$ cat src/rtl/pcu_pkg.sv
package pcu_pkg;
  // Source of the next program counter value
  typedef enum logic [1:0] {
    SRC_SEQ    = 2'd0,
    SRC_BRANCH = 2'd1,
    SRC_JUMP   = 2'd2,
    SRC_JREG   = 2'd3
  } pc_src_e;
endpackage

$ cat src/rtl/pcu_incr.sv
module pcu_incr #(
  parameter int AW   = 32,
  parameter int STEP = 4
) (
  input  logic [AW-1:0] pc_i,
  output logic [AW-1:0] seq_o
);
  assign seq_o = pc_i + AW'(STEP);
endmodule

$ cat src/rtl/pcu_targets.sv
module pcu_targets #(
  parameter int AW = 32,
  parameter int OW = 16,
  parameter int JW = 26
) (
  input  logic [AW-1:0] seq_i,
  input  logic [OW-1:0] off_i,
  input  logic [JW-1:0] idx_i,
  input  logic [AW-1:0] reg_i,
  output logic [AW-1:0] br_o,
  output logic [AW-1:0] jmp_o,
  output logic [AW-1:0] jr_o
);
  localparam int EXT_W = AW - OW - 2;   // sign bits above the shifted offset
  localparam int HI_W  = AW - JW - 2;   // region bits kept from seq address

  logic [AW-1:0] off_bytes;
  assign off_bytes = {{EXT_W{off_i[OW-1]}}, off_i, 2'b00};
  assign br_o      = seq_i + off_bytes;

  generate
    if (HI_W > 0) begin : g_keep_region
      assign jmp_o = {seq_i[AW-1 -: HI_W], idx_i, 2'b00};
    end else begin : g_full_index
      assign jmp_o = AW'({idx_i, 2'b00});
    end
  endgenerate

  assign jr_o = reg_i & ~AW'(3);
endmodule

$ cat src/rtl/pcu_select.sv
module pcu_select
  import pcu_pkg::*;
#(
  parameter int AW = 32
) (
  input  logic          beq_i,
  input  logic          bne_i,
  input  logic          eq_i,
  input  logic          jmp_i,
  input  logic          jreg_i,
  input  logic [AW-1:0] seq_i,
  input  logic [AW-1:0] br_i,
  input  logic [AW-1:0] jmp_tgt_i,
  input  logic [AW-1:0] jr_tgt_i,
  output logic [AW-1:0] next_o
);
  pc_src_e src;
  logic    taken;

  assign taken = (beq_i & eq_i) | (bne_i & ~eq_i);

  // Fixed priority: register jump, then jump, then taken branch
  always_comb begin
    if (jreg_i)      src = SRC_JREG;
    else if (jmp_i)  src = SRC_JUMP;
    else if (taken)  src = SRC_BRANCH;
    else             src = SRC_SEQ;
  end

  always_comb begin
    unique case (src)
      SRC_JREG:   next_o = jr_tgt_i;
      SRC_JUMP:   next_o = jmp_tgt_i;
      SRC_BRANCH: next_o = br_i;
      default:    next_o = seq_i;
    endcase
  end
endmodule

$ cat src/rtl/pc_sequencer.sv
module pc_sequencer #(
  parameter int AW = 32,
  parameter int OW = 16,
  parameter int JW = 26
) (
  input  logic          clk_i,
  input  logic          rst_ni,
  input  logic          br_eq_i,
  input  logic          br_ne_i,
  input  logic          ops_equal_i,
  input  logic [OW-1:0] br_offset_i,
  input  logic          jmp_i,
  input  logic [JW-1:0] jmp_index_i,
  input  logic          jreg_i,
  input  logic [AW-1:0] jreg_addr_i,
  output logic [AW-1:0] pc_o
);
  localparam int INSTR_BYTES = 4;

  logic [AW-1:0] pc_q, pc_d;
  logic [AW-1:0] seq_addr, br_addr, jmp_addr, jr_addr;

  pcu_incr #(.AW(AW), .STEP(INSTR_BYTES)) u_incr (
    .pc_i  (pc_q),
    .seq_o (seq_addr)
  );

  pcu_targets #(.AW(AW), .OW(OW), .JW(JW)) u_tgt (
    .seq_i (seq_addr),
    .off_i (br_offset_i),
    .idx_i (jmp_index_i),
    .reg_i (jreg_addr_i),
    .br_o  (br_addr),
    .jmp_o (jmp_addr),
    .jr_o  (jr_addr)
  );

  pcu_select #(.AW(AW)) u_sel (
    .beq_i     (br_eq_i),
    .bne_i     (br_ne_i),
    .eq_i      (ops_equal_i),
    .jmp_i     (jmp_i),
    .jreg_i    (jreg_i),
    .seq_i     (seq_addr),
    .br_i      (br_addr),
    .jmp_tgt_i (jmp_addr),
    .jr_tgt_i  (jr_addr),
    .next_o    (pc_d)
  );

  // counter register, cleared by reset
  always_ff @(posedge clk_i or negedge rst_ni) begin
    if (!rst_ni) pc_q <= '0;
    else         pc_q <= pc_d;
  end

  assign pc_o = pc_q;
endmodule

$ cat config.mk
export PLATFORM = sky130hd
export DESIGN_NAME = pc_sequencer
export DESIGN_NICKNAME = d
export VERILOG_FILES = /design/src/rtl/pcu_pkg.sv /design/src/rtl/pcu_incr.sv /design/src/rtl/pcu_targets.sv /design/src/rtl/pcu_select.sv /design/src/rtl/pc_sequencer.sv
export SDC_FILE = /design/constraint.sdc
export NUM_CORES = 1
export LEC_CHECK = 0
export BUFFER_PORTS_ARGS = -buffer_cell sky130_fd_sc_hd__buf_2
export CORE_MARGIN = 8
export CORE_UTILIZATION = 55
export CTS_BUF_LIST = sky130_fd_sc_hd__clkbuf_8
export DETAILED_ROUTE_END_ITERATION = 8
export PLACE_DENSITY_LB_ADDON = 0.1
export SYNTH_ARGS = -nofsm -noshare
export SYNTH_HDL_FRONTEND = slang
export SYNTH_HIERARCHICAL = 1
export SYNTH_SLANG_ARGS = --single-unit
$ cat constraint.sdc
create_clock -name clk_i -period 3.83 [get_ports clk_i]
set_input_delay 0.1915 -clock clk_i [delete_from_list [all_inputs] [get_ports clk_i]]
set_output_delay 0.1915 -clock clk_i [all_outputs]
set_load 0.005 [all_outputs]
==> results of run 1 <==
-- worst reg2reg max path: stages, from the launching register on --
cell and delay [ns]:
sky130_fd_sc_hd__dfrtp_1 0.42, sky130_fd_sc_hd__nand4_1 0.27, sky130_fd_sc_hd__or2_2 0.43, sky130_fd_sc_hd__nor3_1 0.23, sky130_fd_sc_hd__xor2_1 0.12, sky130_fd_sc_hd__ha_1 0.40, sky130_fd_sc_hd__nand4_1 0.17, sky130_fd_sc_hd__o21ai_0 0.33
sky130_fd_sc_hd__o22ai_2 0.16, sky130_fd_sc_hd__and3_1 0.19, sky130_fd_sc_hd__a21oi_1 0.27, sky130_fd_sc_hd__a221oi_2 0.12, sky130_fd_sc_hd__xnor2_1 0.15, sky130_fd_sc_hd__o221a_2 0.29
-- layout by cell type, fill, tap and decap left out, types with 4 or more instances in the layout --
cell and instances:
sky130_fd_sc_hd__buf_2 110, sky130_fd_sc_hd__xnor2_1 37, sky130_fd_sc_hd__a21o_1 10, sky130_fd_sc_hd__xor2_1 15, sky130_fd_sc_hd__nand2_1 32, sky130_fd_sc_hd__buf_4 7
sky130_fd_sc_hd__ha_1 30, sky130_fd_sc_hd__a2bb2oi_1 32, sky130_fd_sc_hd__clkbuf_8 5, sky130_fd_sc_hd__nor3_1 6, sky130_fd_sc_hd__dfrtp_1 32, sky130_fd_sc_hd__conb_1 4
sky130_fd_sc_hd__a21oi_1 32, sky130_fd_sc_hd__o21ai_0 12, sky130_fd_sc_hd__inv_1 44, sky130_fd_sc_hd__nor2_1 23, sky130_fd_sc_hd__o221a_1 30, sky130_fd_sc_hd__nand3_1 10
sky130_fd_sc_hd__nand4_1 18
-- cells by family after synthesis --
logic type,share of synthesized area (%)
compound gates,28.2
buf+inv,18.5
simple gates,14.9
xor+xnor,10.4
flops,18.2
fa+ha+maj,8.99
mux,0.797
other cells,0.0853
-- routing by layer --
metal,up-vias,routed length [um],GRT usage (%)
li1,1904,-,-
met1,1769,4910,24.2
met2,100,5150,32.4
met3,15,621,4.32
met4,0,154,5.81
met5,-,0,0
-- worst min path at each step --
stage                         endpoint    from  slack, ns
global route        pc_o[14]$_DFF_PN0_  rst_ni       0.05
CTS                 pc_o[18]$_DFF_PN0_  rst_ni      0.005
detailed placement  pc_o[13]$_DFF_PN0_  rst_ni       0.32
finish              pc_o[13]$_DFF_PN0_  rst_ni      -0.03
floorplan            pc_o[0]$_DFF_PN0_  rst_ni      -0.10
global placement    pc_o[13]$_DFF_PN0_  rst_ni       0.31
-- through the flow --
step | instances | utilization [%] | cell area (sq um)
5_1_grt | 661 | 59.3 | 4580
6_report | 661 | 59.3 | 4580
4_1_cts | 661 | 59.0 | 4560
2_1_floorplan | 524 | - | 4410
3_3_place_gp | 656 | 58.1 | 4490
3_5_place_dp | 656 | 58.1 | 4490
-- power breakdown --
part / internal [mW] / switching [mW] / total (mW) / leakage [nW]
Sequential: 0.384 / 0.0618 / 0.446 / 0.358
Combinational: 0.437 / 0.503 / 0.940 / 1.75
Clock: 0.117 / 0.128 / 0.245 / 0.0359
Total: 0.938 / 0.693 / 1.63 / 2.15
-- layout make-up --
| type | count | area (sq um) | share of cell area [%] |
|---|---|---|---|
| Timing Repair Buffer | 117 | 603 | 13.2 |
| Clock buffer | 5 | 68.8 | 1.50 |
| Multi-Input combinational cell | 361 | 2810 | 61.4 |
| Inverter | 44 | 165 | 3.61 |
| Sequential cell | 32 | 801 | 17.5 |
| Tap cell | 102 | 128 | 2.79 |
-- repair_timing --
action / 4_1_cts / 5_1_grt
resized for setup: 0 / 3
endpoints found under the hold margin: 0 / 0
setup endpoints to repair: 0 / 3
==> metrics, run 1 <==
maximum number of pins on one net before global-route repair=35; Hold Fails Final Rpt=32; reg-to-reg slack, setup=0.19 ns; post-synthesis instance total=521; # port buffers=110; worst-margin pin slew=0.767 ns; number of I/O pins=113; area of the die=11100 sq um; sequential cell area fraction in the yosys report=18.2%; run status=finished, violations left; CTS Sinks=32; Vias/cell=5.73; Final HPWL DP=8350 um; detailed-route DRC error count=0; maxcap violations=0; FF-to-FF Start=pc_o[4]$_DFF_PN0_; count of flip-flops with a built-in enable after synthesis=0; Worst Setup Slack post-DPL=0.180 ns; weighted congestion at the end of routability-driven global placement=0.898; number of buffers inserted during clock tree synthesis=5; Data required, critical path=4.01 ns; most area-hungry cell type in the Yosys netlist=sky130_fd_sc_hd__dfrtp_1; crit path launch=pc_o[4]$_DFF_PN0_; destination of the worst register-to-register timing path=pc_o[29]$_DFF_PN0_; Crit path depth=13; cell-by-cell listing of the critical path=nand4_1 -> or2_2 -> nor3_1 -> xor2_1 -> ha_1 -> nand4_1 -> o21ai_0 -> o22ai_2 -> and3_1 -> a21oi_1 -> a221oi_2 -> xnor2_1 -> o221a_2; relative max-transition margin=48.9%; row count=32; final setup skew=0.00165 ns; post-synthesis sequential element count=32; Async S/R FF share, synth=100%; vertical die dimension=105 um; number of inserted filler cells in the final layout=763; number of antenna violations at the first check in global routing=0; Hold WS=-0.0265 ns; most repeated library cell on the critical path=sky130_fd_sc_hd__nand4_1; first-pass GRT wire length=18200 um; area added between synthesis and finish=4.13%; most instantiated library cell after synthesis=sky130_fd_sc_hd__buf_4; post-synthesis cell area=4400 sq um; reg2reg path depth=13; Leak Pwr=2.15 nW; failing checks=negative hold slack; hold crit path type=input pin to asynchronous set/reset pin; top cells by instance count after synthesis=sky130_fd_sc_hd__buf_4 (71), sky130_fd_sc_hd__inv_1 (44), sky130_fd_sc_hd__xnor2_1 (37); first-pass detailed-route iteration total=4; worst path buffer plus inverter count=0; PnR worst setup slack=0.191 ns; most frequently used flop master after synthesis=sky130_fd_sc_hd__dfrtp_1; endpoint arrival time on the critical path=3.82 ns; insertion delay of the later-clocked pin in the worst-skew pair=0.28 ns; maximum fanout along the worst path=7; TritonCTS clock tree=yes; share of final-layout standard cells stronger than drive strength 1=27.4%; Final Power=1.63 mW; number of design-rule violations left by the first detailed-router iteration=128; mean instance size in the synthesized netlist=8.44 sq um; power density normalized to cell area=356 nW/um^2; Yosys warning count=6; max reg flops=32; crit path max-delay cell type=sky130_fd_sc_hd__or2_2; critical path startpoint category=flip-flop; top cells by area in the synthesized netlist=sky130_fd_sc_hd__dfrtp_1 (18%), sky130_fd_sc_hd__buf_4 (12%), sky130_fd_sc_hd__ha_1 (8.5%); die width=105 um; minimum clock period=3.64 ns; vias post-DR=3788; Sum Neg Setup Slack=0 ns; clock buffer depth=2; clock tree root driver cell=sky130_fd_sc_hd__clkbuf_8; Highest Clock Rate=0.275 GHz; global-route total usage across every layer=19.4%; critical path type=flip-flop to flip-flop; setup-violating endpoint count in the final report=0; Initial Util=56.9%; number of buffers inserted by post-CTS setup repair=0; Core ar.=7730 sq um; detail-routed net length per standard cell=16.4 um; crit-path leading delay family=simple AND/OR/NAND/NOR gates; worst setup path endpoint=pc_o[29]$_DFF_PN0_; Clock H-tree levels=2; number of slew-limit violations in the final report=0; number of global-route vias before repair=3871; critical path capture point type=flip-flop; area share of the largest cell type after synthesis=18.2%; global route overflow=0; delay of the slowest cell on the worst path=0.43 ns; cts hold-fix bufs=0; part of the cycle the worst path needs=95.0%; Antenna Nets Post-Route=0; final routed wirelength across all metal layers=10800 um; count of inserted antenna diode cells=0; post-synthesis cell type count=65; Worst VDD drop=0.161 mV; clock transition at the registers of the reported paths=0.07 ns; final-stage net count=673
(Power assumes the default switching activity.)
==> inputs of run 2 (changes only) <==
--- a/config.mk
+++ b/config.mk
@@ -7,7 +7,7 @@
 export LEC_CHECK = 0
 export BUFFER_PORTS_ARGS = -buffer_cell sky130_fd_sc_hd__buf_2
 export CORE_MARGIN = 8
-export CORE_UTILIZATION = 55
+export CORE_UTILIZATION = 45
 export CTS_BUF_LIST = sky130_fd_sc_hd__clkbuf_8
 export DETAILED_ROUTE_END_ITERATION = 8
 export PLACE_DENSITY_LB_ADDON = 0.1
==> metrics, run 2 (synthesis results as in run 1) <==
clock buffer depth=2 (unchanged); area added between synthesis and finish=6.51%; die width=115 um (+9.0%); clock transition at the registers of the reported paths=0.07 ns (about the same); most heavily used metal layer in global routing=met2; hold crit path type=input pin to asynchronous set/reset pin; share of final-layout standard cells stronger than drive strength 1=28.2% (+0.85 points); worst-margin pin slew=0.793 ns (+0.0256 ns); run status=finished, violations left; number of buffers inserted during clock tree synthesis=5 (unchanged); Core ar.=9640 sq um (+25%); utilization after layout=48.6% (-11 points); setup-violating endpoint count in the final report=0 (unchanged); insertion delay of the later-clocked pin in the worst-skew pair=0.29 ns (about the same); minimum clock period=3.60 ns (-0.0374 ns); Hold Fails Final Rpt=32 (unchanged); # port buffers=110 (unchanged); global-route total usage across every layer=17.8% (-1.5 points); critical path type=flip-flop to flip-flop; detail-routed net length per standard cell=16.8 um (+2.4%); final routed wirelength across all metal layers=11800 um (+8.4%); Final Power=1.68 mW (+2.9%); part of the cycle the worst path needs=94.0% (-0.98 points); critical path startpoint category=flip-flop; count of inserted antenna diode cells=0 (unchanged); Final HPWL DP=9100 um (+8.9%); vertical die dimension=115 um (+9.0%); row count=36 (+13%); power density normalized to cell area=358 nW/um^2 (+0.60%); vias post-DR=3776 (-0.32%); maximum fanout along the worst path=7 (unchanged); post-route design area=4680 sq um (+2.3%); area of the die=13200 sq um (+19%); failing checks=negative hold slack; Antenna Nets Post-Route=0 (unchanged); maxcap violations=0 (unchanged); number of slew-limit violations in the final report=0 (unchanged); met3 global-route usage=3.36% (-0.96 points); Hold WS=-0.0173 ns (+0.00919 ns); Clock H-tree levels=2 (unchanged); maximum number of pins on one net before global-route repair=35 (unchanged); first-pass detailed-route iteration total=4 (unchanged); number of placed cells counting well taps=689 (+5.0%); cts hold-fix bufs=0 (unchanged); endpoint arrival time on the critical path=3.78 ns (-0.04 ns); global route overflow=0 (unchanged); commonest cells after routing, fill and taps aside=sky130_fd_sc_hd__buf_2 (110), sky130_fd_sc_hd__inv_1 (46), sky130_fd_sc_hd__xnor2_1 (36); weighted congestion at the end of routability-driven global placement=0.883 (-1.6%); Highest Clock Rate=0.278 GHz (+1.0%); area after detailed placement=4550 sq um (+1.2%); number of design-rule violations left by the first detailed-router iteration=164 (+28%); detailed-route DRC error count=0 (unchanged); max reg flops=32 (unchanged); Leak Pwr=2.19 nW (+2.0%); final-stage net count=678 (+0.74%); TritonCTS clock tree=yes; GR Layer Usage met2=31.1% (-1.3 points); final setup skew=0.00411 ns (+0.00246 ns); number of antenna violations at the first check in global routing=0 (unchanged); met1 usage=22.1% (-2.1 points); critical path capture point type=flip-flop; number of global-route vias before repair=3795 (-2.0%); fin cells=700 (+5.9%); Worst VDD drop=0.136 mV (-15%); CTS Sinks=32 (unchanged); Initial Util=45.6% (-11 points); Vias/cell=5.39 (-5.9%); number of I/O pins=113 (unchanged); clock tree root driver cell=sky130_fd_sc_hd__clkbuf_8; commonest non-fill, non-tap cell in the layout=sky130_fd_sc_hd__buf_2; relative max-transition margin=47.1% (-1.7 points); Data required, critical path=4.01 ns (about the same); first-pass GRT wire length=19000 um (+4.5%)
[run 2: cell count changes in the layout (fill, tap and decap cells not counted), sizes merged]
| cell | before | now |
|---|---|---|
| clkbuf | 5 | 6 |
| inv | 44 | 46 |
| buf | 117 | 122 |
[run 2: metal layers]
metal | share of wire [%] | vias up
met2 | 49 | 101
met5 | 0 | -
met3 | 5.8 | 10
li1 | - | 1920
met4 | 1.2 | 0
met1 | 44 | 1745
[run 2: through the flow]
step	TNS (ns)	setup slack [ns]
detailed placement	0	0.184
global route	-0.00180	-0.00180
floorplan	0	0.529
finish	0	0.229
global placement	0	0.218
CTS	0	0.142
[run 2: cell type report]
cell class	instances	area, sq um
Fill cell	994	4950
Multi-Input combinational cell	361	2820
Sequential cell	32	801
Timing Repair Buffer	122	641
Tap cell	133	166
Inverter	44	165
Clock buffer	6	82.6
Clock inverter	2	7.51
[run 2: path summary, 6_finish.rpt]
check | startpoint | end | slack [ns] | cells after the start
worst max register to register | pc_o[4]$_DFF_PN0_ | pc_o[29]$_DFF_PN0_ | 0.23 | 14
worst min-delay path | rst_ni | pc_o[9]$_DFF_PN0_ | -0.02 | 1
worst min register to register | pc_o[1]$_DFF_PN0_ | pc_o[1]$_DFF_PN0_ | 0.57 | 1
max in group asynchronous | rst_ni | pc_o[28]$_DFF_PN0_ | 3.35 | 1
min in group clk_i | jreg_addr_i[2] | pc_o[2]$_DFF_PN0_ | 0.23 | 4
worst max-delay path | pc_o[4]$_DFF_PN0_ | pc_o[29]$_DFF_PN0_ | 0.23 | 14
[run 2: worst max-delay path, cell delays in order, from the launching register on]
cell                       delay [ns]
sky130_fd_sc_hd__dfrtp_1         0.45
sky130_fd_sc_hd__nand4_1         0.11
sky130_fd_sc_hd__buf_4           0.17
sky130_fd_sc_hd__or2_2           0.34
sky130_fd_sc_hd__nor3_1          0.27
sky130_fd_sc_hd__xor2_1          0.24
sky130_fd_sc_hd__ha_1            0.34
sky130_fd_sc_hd__nand4_1         0.17
sky130_fd_sc_hd__o21ai_0         0.11
sky130_fd_sc_hd__o22ai_1         0.25
sky130_fd_sc_hd__and3_1          0.20
sky130_fd_sc_hd__a21oi_1         0.09
sky130_fd_sc_hd__a221oi_1        0.36
sky130_fd_sc_hd__xnor2_1         0.12
sky130_fd_sc_hd__o221a_2         0.29
[run 2: power breakdown]
group / internal [mW] / switching (mW) / total [mW]
registers: 0.384 / 0.0647 / 0.449
clock network: 0.142 / 0.143 / 0.284
logic: 0.440 / 0.506 / 0.946
total: 0.966 / 0.713 / 1.68
[run 2: repair_timing]
action	CTS	global route
endpoints found under the hold margin	0	0
resized for setup	0	5
buffers inserted	0	3
setup endpoints to repair	0	5
==> inputs of run 3 (changes only) <==
--- a/config.mk
+++ b/config.mk
@@ -5,6 +5,7 @@
 export SDC_FILE = /design/constraint.sdc
 export NUM_CORES = 1
 export LEC_CHECK = 0
+export ABC_AREA = 1
 export BUFFER_PORTS_ARGS = -buffer_cell sky130_fd_sc_hd__buf_2
 export CORE_MARGIN = 8
 export CORE_UTILIZATION = 45
==> metrics, run 3 <==
run status=finished, final reports clean; first-pass GRT wire length=29100 um (+53%); number of buffers inserted by post-CTS setup repair=0 (unchanged); Clock H-tree levels=2 (unchanged); Hold Fails Final Rpt=0 (-100%); number of slew-limit violations in the final report=0 (unchanged); Resized Gates After CTS=0 (unchanged); clock transition at the registers of the reported paths=0.09 ns (+0.02 ns); max reg flops=32 (unchanged); minimum clock period=3.20 ns (-0.402 ns); row count=40 (+11%); final routed wirelength across all metal layers=18000 um (+53%); number of I/O pins=113 (unchanged); cts hold-fix bufs=1 (+1); mean instance size in the synthesized netlist=6.04 sq um (-28%); share of final-layout standard cells stronger than drive strength 1=20.4% (-7.9 points); CTS Sinks=32 (unchanged); detailed-route DRC error count=0 (unchanged); Async S/R FF share, synth=100% (unchanged); global-route total usage across every layer=22.9% (+5.1 points); number of design-rule violations left by the first detailed-router iteration=407 (+150%); most instantiated library cell after synthesis=sky130_fd_sc_hd__nand2_1; critical path startpoint category=flip-flop; commonest non-fill, non-tap cell in the layout=sky130_fd_sc_hd__nand2_1; Worst VDD drop=0.165 mV (+21%); worst-margin pin slew=1.06 ns (+0.264 ns); Highest Clock Rate=0.313 GHz (+13%); share of total power in the clock network=19.7% (+2.8 points); final setup skew=0.00648 ns (+0.00237 ns); endpoint arrival time on the critical path=3.40 ns (-0.38 ns); area added between synthesis and finish=3.84%; unrepaired setup endpoints after global routing=no; count of inserted antenna diode cells=0 (unchanged); hold crit path type=input pin to flip-flop; most frequently used flop master after synthesis=sky130_fd_sc_hd__dfrtp_1; final-stage net count=1054 (+55%); Core ar.=12000 sq um (+24%); relative max-transition margin=29.4% (-18 points); internal power contribution=940 uW (-2.7%); Yosys warning count=6 (unchanged); most area-hungry cell type in the Yosys netlist=sky130_fd_sc_hd__nand2_1; Sum Neg Setup Slack=0 ns (unchanged); global route overflow=0 (unchanged); utilization after layout=47.8% (-0.79 points); TritonCTS clock tree=yes; post-synthesis sequential element count=32 (unchanged); fraction of power consumed by sequential logic=24.3% (-2.4 points); number of inserted filler cells in the final layout=1369 (+38%); clock tree root driver cell=sky130_fd_sc_hd__clkbuf_8; insertion delay of the later-clocked pin in the worst-skew pair=0.32 ns (+0.03 ns); top cells by area in the synthesized netlist=sky130_fd_sc_hd__nand2_1 (22%), sky130_fd_sc_hd__dfrtp_1 (15%), sky130_fd_sc_hd__buf_4 (9.7%); detail-routed net length per standard cell=16.5 um (-1.5%); number of antenna violations at the first check in global routing=0 (unchanged); count of flip-flops with a built-in enable after synthesis=0 (unchanged); switching power summed over all nets=906 uW (+27%); maxcap violations=0 (unchanged); # port buffers=110 (unchanged); Switching Share=49.1% (+6.6 points); maximum number of pins on one net before global-route repair=36 (+2.9%); power density normalized to cell area=323 nW/um^2 (-9.9%); top cells by instance count after synthesis=sky130_fd_sc_hd__nand2_1 (321), sky130_fd_sc_hd__inv_1 (111), sky130_fd_sc_hd__buf_4 (71); Data required, critical path=4.03 ns (+0.02 ns); area of the die=16000 sq um (+22%); area share of the largest cell type after synthesis=21.9% (+3.7 points); number of global-route vias before repair=5639 (+49%); post-synthesis instance total=911 (+75%); Logic pwr share=56.0% (-0.4 points); maximum fanout along the worst path=5 (-2); first-pass detailed-route iteration total=5 (+1); vertical die dimension=127 um (+10%); die width=127 um (+10%); post-synthesis cell type count=33 (-49%); sequential cell area fraction in the yosys report=14.5% (-3.7 points); number of buffers inserted during clock tree synthesis=5 (unchanged); Leak Pwr=3.20 nW (+46%); commonest cells after routing, fill and taps aside=sky130_fd_sc_hd__nand2_1 (321), sky130_fd_sc_hd__inv_1 (111), sky130_fd_sc_hd__buf_2 (110); clock buffer depth=2 (unchanged); critical path capture point type=flip-flop; Final HPWL DP=14300 um (+57%); critical path type=flip-flop to flip-flop; post-synthesis cell area=5510 sq um (+25%); vias post-DR=5674 (+50%); weighted congestion at the end of routability-driven global placement=0.927 (+5.0%); part of the cycle the worst path needs=83.5% (-10 points); Antenna Nets Post-Route=0 (unchanged); Initial Util=46.0% (+0.41 points); Vias/cell=5.21 (-3.5%); setup-violating endpoint count in the final report=0 (unchanged)
[run 3: changes by cell type after synthesis, moves of 13 or more]
cell	change
sky130_fd_sc_hd__a21oi_1	-15
sky130_fd_sc_hd__a2bb2oi_1	-32
sky130_fd_sc_hd__inv_1	+67
sky130_fd_sc_hd__nand2_1	+289
sky130_fd_sc_hd__nand2_2	+23
sky130_fd_sc_hd__nand3_1	+43
sky130_fd_sc_hd__nand3_2	+13
sky130_fd_sc_hd__nand4_1	+51
sky130_fd_sc_hd__nor2_1	+42
sky130_fd_sc_hd__o221a_1	-30
sky130_fd_sc_hd__xnor2_1	-28
[run 3: critical path, stage by stage (launching register included)]
cell and delay (ns):
sky130_fd_sc_hd__dfrtp_1 0.41, sky130_fd_sc_hd__ha_1 0.23, sky130_fd_sc_hd__nand2_1 0.08, sky130_fd_sc_hd__nor2_2 0.25, sky130_fd_sc_hd__nand2_1 0.11, sky130_fd_sc_hd__nor2_2 0.20
sky130_fd_sc_hd__nand2_1 0.07, sky130_fd_sc_hd__nand2_1 0.06, sky130_fd_sc_hd__nand2_1 0.13, sky130_fd_sc_hd__ha_1 0.42, sky130_fd_sc_hd__nand2_1 0.12, sky130_fd_sc_hd__inv_1 0.06
sky130_fd_sc_hd__nand2_1 0.12, sky130_fd_sc_hd__inv_1 0.05, sky130_fd_sc_hd__nand2_1 0.07, sky130_fd_sc_hd__inv_1 0.04, sky130_fd_sc_hd__a21oi_1 0.26, sky130_fd_sc_hd__nand2_1 0.09
sky130_fd_sc_hd__nand2_1 0.06, sky130_fd_sc_hd__nand2_1 0.05, sky130_fd_sc_hd__nand4_1 0.08, sky130_fd_sc_hd__nand4_1 0.10
[run 3: kinds of logic after synthesis]
family,synth area share (%)
AND/OR/NAND/NOR,50.4
XOR/XNOR,5.07
other,0.0681
AO/OA/AOI/OAI,2.89
adder cells (fa/ha/maj),7.18
flip-flops,14.5
buffers and inverters,19.8
[run 3: worst paths after layout]
| kind | cells after the start | startpoint | slack (ns) | endpoint |
|---|---|---|---|---|
| min | 3 | jmp_index_i[2] | 0.09 | pc_o[4]$_DFF_PN0_ |
| min in group asynchronous | 2 | rst_ni | 0.50 | pc_o[4]$_DFF_PN0_ |
| max reg2reg | 21 | pc_o[3]$_DFF_PN0_ | 0.63 | pc_o[29]$_DFF_PN0_ |
| max | 21 | pc_o[3]$_DFF_PN0_ | 0.63 | pc_o[29]$_DFF_PN0_ |
| min reg2reg | 2 | pc_o[0]$_DFF_PN0_ | 0.56 | pc_o[0]$_DFF_PN0_ |
| max in group asynchronous | 2 | rst_ni | 2.80 | pc_o[23]$_DFF_PN0_ |
[run 3: per-stage QoR]
stage                     std cells  instance area, sq um  power, mW  hold slack [ns]  setup slack (ns)
final                          1090                  5720       1.85           0.0882             0.631
after global routing           1090                  5720       2.01           0.0824             0.334
after CTS                      1090                  5720       1.85           0.0779             0.671
after global placement         1081                  5600       1.48            0.340             0.738
after detailed placement       1081                  5600       1.48            0.338             0.699
after floorplan                 914                  5520       1.23           -0.104              1.34
[run 3: power groups by stage]
stage          clock, mW  sequential [mW]  combinational (mW)
6_report           0.363            0.449                1.03
3_3_place_gp           0            0.454                1.03
2_1_floorplan          0            0.439               0.788
5_1_grt            0.382            0.455                1.17
4_1_cts            0.371            0.447                1.03
3_5_place_dp           0            0.454                1.03
[run 3: cell type report]
type                            instances  area (sq um)  share of cell area (%)
Multi-Input combinational cell        676          3630                    63.4
Tap cell                              147           184                    3.22
Clock inverter                          3          42.5                   0.744
Clock buffer                            5          68.8                    1.20
Inverter                              116           435                    7.61
Sequential cell                        32           801                    14.0
Timing Repair Buffer                  111           561                    9.80
[run 3: layer usage]
metal  up-vias  share of wire [%]  global-route usage, %
met5         -                  0                      0
met4         0                2.0                   7.15
met3        27                7.0                   5.45
met2       170                 44                   37.0
met1      2599                 47                   29.4
li1       2878                  -                      -
